<file path="config.mk">
export PLATFORM = sky130hd
export DESIGN_NAME = gpio_setclr_port
export DESIGN_NICKNAME = d
export VERILOG_FILES = /design/src/rtl/gpio_setclr_pkg.sv /design/src/rtl/gpio_bus_decode.sv /design/src/rtl/gpio_in_sync.sv /design/src/rtl/gpio_out_regs.sv /design/src/rtl/gpio_setclr_port.sv
export SDC_FILE = /design/constraint.sdc
export NUM_CORES = 1
export LEC_CHECK = 0
export ABC_AREA = 1
export BUFFER_PORTS_ARGS = -buffer_cell sky130_fd_sc_hd__clkbuf_2
export CAP_MARGIN = 20
export CORE_MARGIN = 1.5
export CORE_UTILIZATION = 28
export DETAILED_ROUTE_END_ITERATION = 10
export PLACE_DENSITY = 0.52
export SLEW_MARGIN = 5
export SYNTH_ARGS = -nofsm -noshare
export SYNTH_HDL_FRONTEND = slang
export SYNTH_SLANG_ARGS = --single-unit
</file>
<file path="constraint.sdc">
create_clock -name clk -period 1.4 [get_ports clk]
set_input_delay 0.14 -clock clk [delete_from_list [all_inputs] [get_ports clk]]
set_output_delay 0.14 -clock clk [all_outputs]
set_load 0.02 [all_outputs]
</file>
<file path="src/rtl/gpio_setclr_pkg.sv">
package gpio_setclr_pkg;

    // Byte offsets; the set/input pair, clear/output pair and direction
    // register are decoded by the bus decoder against these values.
    localparam int unsigned OFS_SET_PINS  = 'h0;
    localparam int unsigned OFS_CLR_LATCH = 'h4;
    localparam int unsigned OFS_DIR       = 'h8;

    // Source of registered read data
    typedef enum logic [1:0] {
        RSEL_NONE  = 2'd0,
        RSEL_PINS  = 2'd1,
        RSEL_LATCH = 2'd2,
        RSEL_DIR   = 2'd3
    } gpio_rsel_e;

endpackage

</file>
<file path="src/rtl/gpio_bus_decode.sv">
module gpio_bus_decode
    import gpio_setclr_pkg::*;
#(
    parameter int ADDR_W = 4
) (
    input  logic              bus_sel,
    input  logic              bus_wr,
    input  logic [ADDR_W-1:0] bus_addr,
    output logic              wr_set,
    output logic              wr_clr,
    output logic              wr_dir,
    output logic              rd_en,
    output gpio_rsel_e        rd_sel
);

    localparam logic [ADDR_W-1:0] A_SET = ADDR_W'(OFS_SET_PINS);
    localparam logic [ADDR_W-1:0] A_CLR = ADDR_W'(OFS_CLR_LATCH);
    localparam logic [ADDR_W-1:0] A_DIR = ADDR_W'(OFS_DIR);

    logic hit_set;
    logic hit_clr;
    logic hit_dir;
    logic do_wr;

    always_comb begin
        hit_set = (bus_addr == A_SET);
        hit_clr = (bus_addr == A_CLR);
        hit_dir = (bus_addr == A_DIR);
        do_wr   = bus_sel && bus_wr;

        wr_set  = do_wr && hit_set;
        wr_clr  = do_wr && hit_clr;
        wr_dir  = do_wr && hit_dir;
        rd_en   = bus_sel && !bus_wr;

        if (hit_set)      rd_sel = RSEL_PINS;
        else if (hit_clr) rd_sel = RSEL_LATCH;
        else if (hit_dir) rd_sel = RSEL_DIR;
        else              rd_sel = RSEL_NONE;
    end

endmodule

</file>
<file path="src/rtl/gpio_in_sync.sv">
module gpio_in_sync #(
    parameter int PORT_W = 32,
    parameter int STAGES = 2
) (
    input  logic              clk,
    input  logic              rst_n,
    input  logic [PORT_W-1:0] pins_async,
    output logic [PORT_W-1:0] pins_sync
);

    typedef struct packed {
        logic [STAGES-1:0][PORT_W-1:0] stage;
    } sync_state_t;

    sync_state_t sync_d;
    sync_state_t sync_q;

    always_comb begin
        sync_d = sync_q;
        sync_d.stage[0] = pins_async;
        for (int s = 1; s < STAGES; s++) begin
            sync_d.stage[s] = sync_q.stage[s-1];
        end
    end

    always_ff @(posedge clk or negedge rst_n) begin
        if (!rst_n) sync_q <= '0;
        else        sync_q <= sync_d;
    end

    assign pins_sync = sync_q.stage[STAGES-1];

endmodule

</file>
<file path="src/rtl/gpio_out_regs.sv">
module gpio_out_regs #(
    parameter int PORT_W = 32
) (
    input  logic              clk,
    input  logic              rst_n,
    input  logic              wr_set,
    input  logic              wr_clr,
    input  logic              wr_dir,
    input  logic [PORT_W-1:0] wdata,
    output logic [PORT_W-1:0] latch_q,
    output logic [PORT_W-1:0] dir_q
);

    typedef struct packed {
        logic [PORT_W-1:0] latch;
        logic [PORT_W-1:0] dir;
    } out_state_t;

    out_state_t regs_d;
    out_state_t regs_q;

    always_comb begin
        regs_d = regs_q;
        // Set applied first, clear last: clear wins on a shared bit
        if (wr_set) regs_d.latch = regs_d.latch | wdata;
        if (wr_clr) regs_d.latch = regs_d.latch & ~wdata;
        if (wr_dir) regs_d.dir   = wdata;
    end

    always_ff @(posedge clk or negedge rst_n) begin
        if (!rst_n) regs_q <= '0;
        else        regs_q <= regs_d;
    end

    assign latch_q = regs_q.latch;
    assign dir_q   = regs_q.dir;

endmodule

</file>
<file path="src/rtl/gpio_setclr_port.sv">
module gpio_setclr_port
    import gpio_setclr_pkg::*;
#(
    parameter int PORT_W      = 32,
    parameter int ADDR_W      = 4,
    parameter int SYNC_STAGES = 2
) (
    input  logic              clk,
    input  logic              rst_n,
    input  logic              bus_sel,
    input  logic              bus_wr,
    input  logic [ADDR_W-1:0] bus_addr,
    input  logic [PORT_W-1:0] bus_wdata,
    output logic [PORT_W-1:0] bus_rdata,
    input  logic [PORT_W-1:0] pad_in,
    output logic [PORT_W-1:0] pad_out,
    output logic [PORT_W-1:0] pad_oe
);

    logic              wr_set;
    logic              wr_clr;
    logic              wr_dir;
    logic              rd_en;
    gpio_rsel_e        rd_sel;
    logic [PORT_W-1:0] pins_sync;
    logic [PORT_W-1:0] latch_q;
    logic [PORT_W-1:0] dir_q;

    gpio_bus_decode #(.ADDR_W(ADDR_W)) u_decode (
        .bus_sel (bus_sel),
        .bus_wr  (bus_wr),
        .bus_addr(bus_addr),
        .wr_set  (wr_set),
        .wr_clr  (wr_clr),
        .wr_dir  (wr_dir),
        .rd_en   (rd_en),
        .rd_sel  (rd_sel)
    );

    gpio_in_sync #(.PORT_W(PORT_W), .STAGES(SYNC_STAGES)) u_sync (
        .clk       (clk),
        .rst_n     (rst_n),
        .pins_async(pad_in),
        .pins_sync (pins_sync)
    );

    gpio_out_regs #(.PORT_W(PORT_W)) u_regs (
        .clk    (clk),
        .rst_n  (rst_n),
        .wr_set (wr_set),
        .wr_clr (wr_clr),
        .wr_dir (wr_dir),
        .wdata  (bus_wdata),
        .latch_q(latch_q),
        .dir_q  (dir_q)
    );

    typedef struct packed {
        logic [PORT_W-1:0] rdata;
    } rd_state_t;

    rd_state_t rd_d;
    rd_state_t rd_q;

    always_comb begin
        rd_d = rd_q;
        if (rd_en) begin
            unique case (rd_sel)
                RSEL_PINS:  rd_d.rdata = pins_sync;
                RSEL_LATCH: rd_d.rdata = latch_q;
                RSEL_DIR:   rd_d.rdata = dir_q;
                default:    rd_d.rdata = '0;
            endcase
        end
    end

    always_ff @(posedge clk or negedge rst_n) begin
        if (!rst_n) rd_q <= '0;
        else        rd_q <= rd_d;
    end

    assign bus_rdata = rd_q.rdata;
    assign pad_out   = latch_q;
    assign pad_oe    = dir_q;

endmodule

</file>
==> results of run 1 <==
[report_power, final]
part	leakage (nW)	internal [mW]	switching (mW)
logic	2.40	0.803	1.36
registers	1.93	5.13	0.378
clock network	0.318	3.28	1.87
total	4.65	9.21	3.61
[path summary, 6_finish.rpt]
path	cells past startpoint	to	slack [ns]
worst min-delay path	2	async pin	0.21
min in group clk	6	register	0.31
max in group asynchronous	3	u_regs.dir_q[30]	0.64
worst max-delay path	1	pad_out[31]	0.24
worst min register to register	0	u_sync.pins_sync[16]	0.34
worst max register to register	4	bus_rdata[26]	0.60
[cells by family after synthesis]
logic type,synth area share [%]
simple gates,22.8
flops,62.6
buf+inv,7.67
compound gates,6.89
[metrics by stage]
stage	area [sq um]	hold WS (ns)	util (%)
2_1_floorplan	6390	-0.156	-
4_1_cts	8990	0.199	39.9
3_5_place_dp	7680	0.0907	34.1
3_3_place_gp	7680	0.0878	34.1
6_report	8990	0.205	39.9
5_1_grt	8990	0.223	39.9
[routing by layer]
metal	up-vias	track usage, %	share of wire [%]
li1	2580	-	-
met1	2483	22.3	46
met2	135	25.7	48
met3	16	3.30	4.7
met4	0	4.95	1.3
met5	-	0	0
[final cells by class]
type	count	area (sq um)
timing repair buffer	259	1800
tap	285	357
fill	2225	13500
multi-input combinational	394	1910
clock buffer	20	457
clock inverter	11	201
inverter	69	259
sequential	160	4000
[cells in the final DEF, fill, tap and decap left out, drive strengths merged]
master         n
clkbuf       186
nand2        162
dfrtp        160
nand3        130
inv           72
dlygate4sd3   65
nor2          38
a21oi         32
o21ai         32
buf           28
bufinv         5
clkinv         2
clkinvlp       1
==> results_dict.tcl, run 1 <==
set metrics [dict create \
    status "complete, no violations" \
    io_buffer_count 167 \
    coreArea_sq_um 22500 \
    worstMarginPinSlew_ns 0.445 \
    rsz0062_at_grt "no" \
    cts_buffers 17 \
    die_x_um 154 \
    initial_core_util_pct 28.4 \
    cts.clk_slew.worst_paths_ns 0.07 \
    post_cts_buffers 0 \
    final-hold-violation-count 0 \
    drt_wl_total_um 18500 \
    p_total_mw 12.8 \
    cp_cell_sequence "clkbuf_2" \
    die_h_um 154 \
    cp_max_fo 3 \
    synth-edff-count 0 \
    postCtsResizedCells 0 \
    period_minus_slack_ns 1.16 \
    async_flop_share_pct 100 \
    critical_path_class "reg -> out" \
    endpoint_kind "primary output" \
    peakVddDrop_mv 0.687 \
    ys_seq_elements 160 \
    syn_area_sq_um 6390 \
    final-instance-count-excl-fill 1198 \
    vias 5214 \
    gp_congestion 0.753 \
    synth_top_area_share_pct 62.6 \
    cp_num_buf_inv 1 \
    htreeDepth 4 \
    setup_slack_ns 0.242 \
    clk_path_buf_depth 2 \
    viasPerCell 4.35 \
    grt_pass1_wl_um 29000 \
    ys_types 18 \
    syn_to_final_growth_pct 40.5 \
    first_pass_iters 4 \
    fin_skew_ns 0.00753 \
    routedWlPerCell_um 15.5 \
    place_ws_ns 0.130 \
    leakage_nw 4.65 \
    synth_ff_type "dfrtp_1" \
    die_area_sq_um 23800 \
    yosysTopAreaCell "dfrtp_1" \
    layout-drive-gt1-share_pct 29.0 \
    slew_headroom_pct 70.3 \
    hold_path_class "in -> async" \
    nets 973 \
    cp.required_ns 1.26 \
    drt_iter0_drc 228 \
    setup_viol 0 \
    io_pins 168 \
    worstPathArrival_ns 1.02 \
    ys_warn_count 0 \
    cts_tree "done" \
    finalSetupTns_ns 0 \
    powerDensity_nw_per_um2 1430 \
    antenna_found_initial 0 \
    ctsHoldBuffers 65 \
    cts_sinks 160 \
    worstSetupStartpointType "register" \
    synth.yosys.seq_area_share_pct 62.6 \
    grt_max_degree 47 \
    syn_nets 732 \
    fp-row-count 55 \
    drcViolationCount 0 \
    slowest_stage "dfrtp_1" \
    final_max_slew_viol_count 0 \
    fin_crit_sh_pct 82.7 \
    synthCells 660 \
    slowest_delay_ns 0.38 \
    clk_latency_ns 0.42 \
    grt-ovfl-total 0 \
    drv_cap 0 \
    syn_avg_cell_area_sq_um 9.69 \
    drtAntennaViolNets 0 \
    fmax_mhz 863 \
    grt_pass1_vias 4961 \
    critPathTopFamily "flip-flops" \
    ys_top_cells_by_area "dfrtp_1, nand3_1, nand2_1" \
    dp_hpwl_um 12600 \
    dp_cells 1102 \
    track_usage_pct 16.2 \
    synth.most_common_cell "nand2_1" \
    antenna_cells 0 \
    root_buffer "clkbuf_16" \
    synth_commonest_cells "nand2_1, dfrtp_1, nand3_1" \
]
(Power assumes the default switching activity.)
==> run 2: changes to the inputs <==
==> constraint.sdc (replaced) <==
create_clock -name clk -period 1.1 [get_ports clk]
set_input_delay 0.11 -clock clk [delete_from_list [all_inputs] [get_ports clk]]
set_output_delay 0.11 -clock clk [all_outputs]
set_load 0.02 [all_outputs]
==> run 2 against run 1 <==
Net effect: the flow now finishes with violations (setup timing); power up 35%; critical endpoint is now pad_oe[8]; critical path depth is the same; wire length increased by 4.8%; first-iteration DRC count is 39% higher; die area is the same.
==> results_dict.tcl, run 2 (synthesis results as in run 1) <==
set metrics [dict create \
    grt_pass1_wl_um 29900 \
    first_pass_iters 4 \
    gp_congestion 0.742 \
    vias 5627 \
    grt-ovfl-total 0 \
    rr_worst_depth 6 \
    setup_slack_ns -0.0119 \
    die_h_um 154 \
    cts_tree "done" \
    nets 1074 \
    die_area_sq_um 23800 \
    setup_viol 2 \
    clk_latency_ns 0.42 \
    regArea_sq_um 4000 \
    drt_wl_total_um 19400 \
    dp_cells 1108 \
    grt_max_degree 60 \
    final_max_slew_viol_count 0 \
    fp-row-count 55 \
    slowest_delay_ns 0.42 \
    fillers 2066 \
    worstSetupStartpointType "register" \
    drtAntennaViolNets 0 \
    post-route-util_pct 46.2 \
    worstPathArrival_ns 1.00 \
    place_ws_ns -0.0969 \
    grt_pass1_vias 5616 \
    routedWlPerCell_um 14.9 \
    cp_num_buf_inv 1 \
    layout-drive-gt1-share_pct 36.0 \
    io_buffer_count 167 \
    cp.required_ns 0.99 \
    p_total_mw 17.3 \
    antenna_found_initial 0 \
    powerDensity_nw_per_um2 1660 \
    rsz0062_at_grt "yes" \
    dp_hpwl_um 12300 \
    root_buffer "clkbuf_16" \
    initial_core_util_pct 28.4 \
    r2r-end "bus_rdata[6]" \
    final-hold-violation-count 0 \
    cts_buffers 17 \
    coreArea_sq_um 22500 \
    htreeDepth 4 \
    slew_headroom_pct 78.0 \
    die_x_um 154 \
    holdPathStages 6 \
    viasPerCell 4.33 \
    r2r_setup_slack_ns 0.07 \
    drt_iter0_drc 318 \
    cts.clk_slew.worst_paths_ns 0.06 \
    drv_cap 0 \
    slowest_stage "dfrtp_1" \
    endpoint_kind "primary output" \
    critPathTopFamily "flip-flops" \
    final_cell_mix "nand2_1, dfrtp_1, nand3_1" \
    cp_max_fo 3 \
    multiInputGateArea_sq_um 1910 \
    clk_path_buf_depth 2 \
    cp_cell_sequence "clkbuf_8" \
    cts_sinks 160 \
    peakVddDrop_mv 0.838 \
    critical_path_class "reg -> out" \
    track_usage_pct 16.5 \
    worstHoldStart "bus_addr[0]" \
    hold_path_end "bus_rdata[13]" \
    final-instance-count-excl-fill 1299 \
    violations "setup timing" \
    fin_skew_ns 0.00742 \
    fin_crit_sh_pct 101 \
    status "finished, violations left" \
    worstMarginPinSlew_ns 0.331 \
    hold_path_class "in -> reg" \
    leakage_nw 5.34 \
    io_pins 168 \
    fmax_mhz 899 \
    antenna_cells 0 \
    syn_to_final_growth_pct 62.5 \
    mostFrequentLayoutCell "nand2_1" \
    drcViolationCount 0 \
    period_minus_slack_ns 1.11 \
    finalSetupTns_ns -0.0144 \
]
run 2: worst max-delay path by stage:
stage / start / to / slack, ns / cells past startpoint
after detailed placement: bus_addr[1] / register / -0.1 / 7
final: u_regs.dir_q[8] / pad_oe[8] / -0.01 / 1
after CTS: u_regs.dir_q[8] / pad_oe[8] / -0.04 / 1
after global placement: bus_addr[1] / u_regs.dir_q[15] / -0.07 / 7
after global routing: u_regs.dir_q[8] / pad_oe[8] / -0.05 / 1
after floorplan: bus_sel / bus_rdata[10] / 0.20 / 6
run 2: report_power, final:
part	internal [mW]	switching (mW)	leakage, nW
clock	3.42	2.41	0.282
sequential	6.53	0.455	1.93
combinational	2.39	2.06	3.13
run 2: through the flow:
stage,hold WS [ns],cell area (sq um)
floorplan,-0.186,6390
global placement,0.132,7810
detailed placement,0.127,7810
CTS,0.144,9940
global route,0.181,10400
finish,0.168,10400
run 2: repair_timing:
action / in CTS / in global routing
hold endpoints to repair: 256 / 0
setup buffers: 65 / 30
setup endpoints to repair: 84 / 91
hold buffers: 65 / 0
gates resized for setup: 104 / 122
run 2: per-layer routing:
layer  track usage, %  vias to the layer above  wire (um)
li1                 -                     2781          -
met1             21.2                     2700       8790
met2             27.9                      123       9720
met3             2.76                       23        621
met4             6.01                        0        289
met5                0                        -          0
run 2: layout make-up:
| type | count | share of cell area, % |
|---|---|---|
| clock inverters | 11 | 1.25 |
| multi-input cells | 394 | 18.4 |
| repair buffers | 360 | 31.6 |
| flip-flops and latches | 160 | 38.5 |
| well taps | 285 | 3.43 |
| inverters | 69 | 2.49 |
| clock buffers | 20 | 4.30 |
==> run 3: changes to the inputs <==
--- a/config.mk
+++ b/config.mk
@@ -9,9 +9,9 @@
 export BUFFER_PORTS_ARGS = -buffer_cell sky130_fd_sc_hd__clkbuf_2
 export CAP_MARGIN = 20
 export CORE_MARGIN = 1.5
-export CORE_UTILIZATION = 28
+export CORE_UTILIZATION = 52
 export DETAILED_ROUTE_END_ITERATION = 10
-export PLACE_DENSITY = 0.52
+export PLACE_DENSITY = 0.83
 export SLEW_MARGIN = 5
 export SYNTH_ARGS = -nofsm -noshare
 export SYNTH_HDL_FRONTEND = slang
==> run 3 against run 2 <==
Net effect: the run still ends with setup timing left; power is 8.7% higher; critical path depth did not move; worst setup slack lost 0.014 ns; critical endpoint is now pad_oe[30].
==> results_dict.tcl, run 3 (synthesis results as in run 1) <==
set metrics [dict create \
    track_usage_pct 32.9 \
    grt.busiest_layer "met2" \
    fin_area_sq_um 10200 \
    pwr-share-comb_pct 24.1 \
    worstMarginPinSlew_ns 0.271 \
    coreArea_sq_um 12000 \
    drt_iter0_drc 777 \
    dp_hpwl_um 10900 \
    setup_slack_ns -0.0262 \
    grt-ovfl-total 0 \
    netSwitchingPower_mw 5.17 \
    clkPwrFrac_pct 38.5 \
    mostFrequentLayoutCell "nand2_1" \
    rsz0062_at_grt "yes" \
    critPathLaunch "u_regs.dir_q[30]" \
    grt_use_met3_pct 7.01 \
    io_buffer_count 167 \
    endpoint_kind "primary output" \
    final_cell_mix "nand2_1, dfrtp_1, nand3_1" \
    slowest_stage "dfrtp_1" \
    die_x_um 114 \
    grt_pass1_vias 6404 \
    routedWlPerCell_um 19.7 \
    die_h_um 114 \
    vias 6523 \
    layout-drive-gt1-share_pct 36.0 \
    leakage_nw 5.34 \
    grt_pass1_wl_um 32000 \
    cp_cell_sequence "buf_6" \
    io_pins 168 \
    peakVddDrop_mv 1.41 \
    final_max_slew_viol_count 0 \
    grt_max_degree 48 \
    place_ws_ns -0.0527 \
    critPathTopFamily "flip-flops" \
    setup_viol 15 \
    violations "setup timing" \
    status "finished, violations left" \
    power.share.switching_pct 27.5 \
    powerDensity_nw_per_um2 1840 \
    drtAntennaViolNets 0 \
    syn_to_final_growth_pct 59.3 \
    cts_sinks 160 \
    drv_cap 0 \
    die_area_sq_um 13000 \
    htreeDepth 4 \
    antenna_found_initial 0 \
    antenna_cells 0 \
    p_seq_share_pct 37.4 \
    cts_tree "done" \
    cp.required_ns 0.99 \
    viasPerCell 5.63 \
    worstPathArrival_ns 1.02 \
    use_met2_pct 55.4 \
    worstSetupStartpointType "register" \
    p_total_mw 18.8 \
    clk_latency_ns 0.42 \
    slew_headroom_pct 81.9 \
    hold_path_class "in -> async" \
    root_buffer "clkbuf_16" \
    cp_max_fo 2 \
    p_int_mw 13.6 \
    grtUsageMet1_pct 39.0 \
    first_pass_iters 5 \
    slowest_delay_ns 0.44 \
    final-hold-violation-count 0 \
    fin_skew_ns 0.00582 \
    cp_num_buf_inv 1 \
    cts_buffers 17 \
    drcViolationCount 0 \
    nets 1070 \
    fp-row-count 40 \
    gp_congestion 0.857 \
    finalSetupTns_ns -0.185 \
    fin_crit_sh_pct 102 \
    cts.clk_slew.worst_paths_ns 0.07 \
    post-route-util_pct 84.8 \
    postPlaceCellArea_sq_um 7580 \
    period_minus_slack_ns 1.13 \
    fmax_mhz 888 \
    critical_path_class "reg -> out" \
    drt_wl_total_um 22800 \
    clk_path_buf_depth 2 \
    initial_core_util_pct 53.2 \
]
run 3: cell count changes in the layout (fill, tap and decap cells not counted), sizes merged:
cell      delta
clkbuf       +2
clkinvlp     +1
bufinv       +6
buf          -8
inv          -2
clkinv       -2
run 3: area by class of cell:
cell class | count | area (sq um)
sequential | 160 | 4000
timing repair buffer | 356 | 3110
multi-input combinational | 394 | 1910
fill | 539 | 1820
clock buffer | 18 | 439
clock inverter | 14 | 283
inverter | 69 | 259
tap | 147 | 184
run 3: per-stage QoR:
step,hold WS (ns),std cells
after global routing,0.125,1158
after floorplan,-0.186,660
after CTS,0.106,1130
after global placement,-0.00922,972
final,0.116,1158
after detailed placement,-0.00986,972
run 3: power by group through the flow:
stage | Sequential (mW) | Combinational [mW] | Clock (mW)
final | 7.03 | 4.52 | 7.23
after global routing | 7.07 | 4.76 | 7.56
after CTS | 6.93 | 3.92 | 7.21
after detailed placement | 7.13 | 2.55 | 0
after global placement | 7.12 | 2.49 | 0
after floorplan | 7.67 | 0.805 | 0
run 3: final timing paths:
check	cells past startpoint	slack, ns	to
setup / recovery	1	-0.03	pad_oe[30]
hold / removal	2	0.12	async pin
setup reg to reg	6	0.01	bus_rdata[10]
hold reg to reg	0	0.35	u_sync.pins_sync[3]
max in group asynchronous	3	0.45	u_sync.pins_sync[19]
min in group clk	6	0.23	bus_rdata[20]
run 3: what timing repair did:
action / in CTS / in global routing
hold endpoints to repair: 256 / 0
gates resized for setup: 88 / 113
setup buffers: 61 / 28
hold buffers: 65 / 0
cloned: 0 / 0
endpoints found under the setup margin: 78 / 85
run 3: layer usage:
layer  share of wire (%)  wire (um)  up-vias
met1                  35       7930     3093
met5                   0          0        -
met3                 8.1       1850      149
met4                 6.2       1420        0
met2                  51      11600      502
li1                    -          -     2779
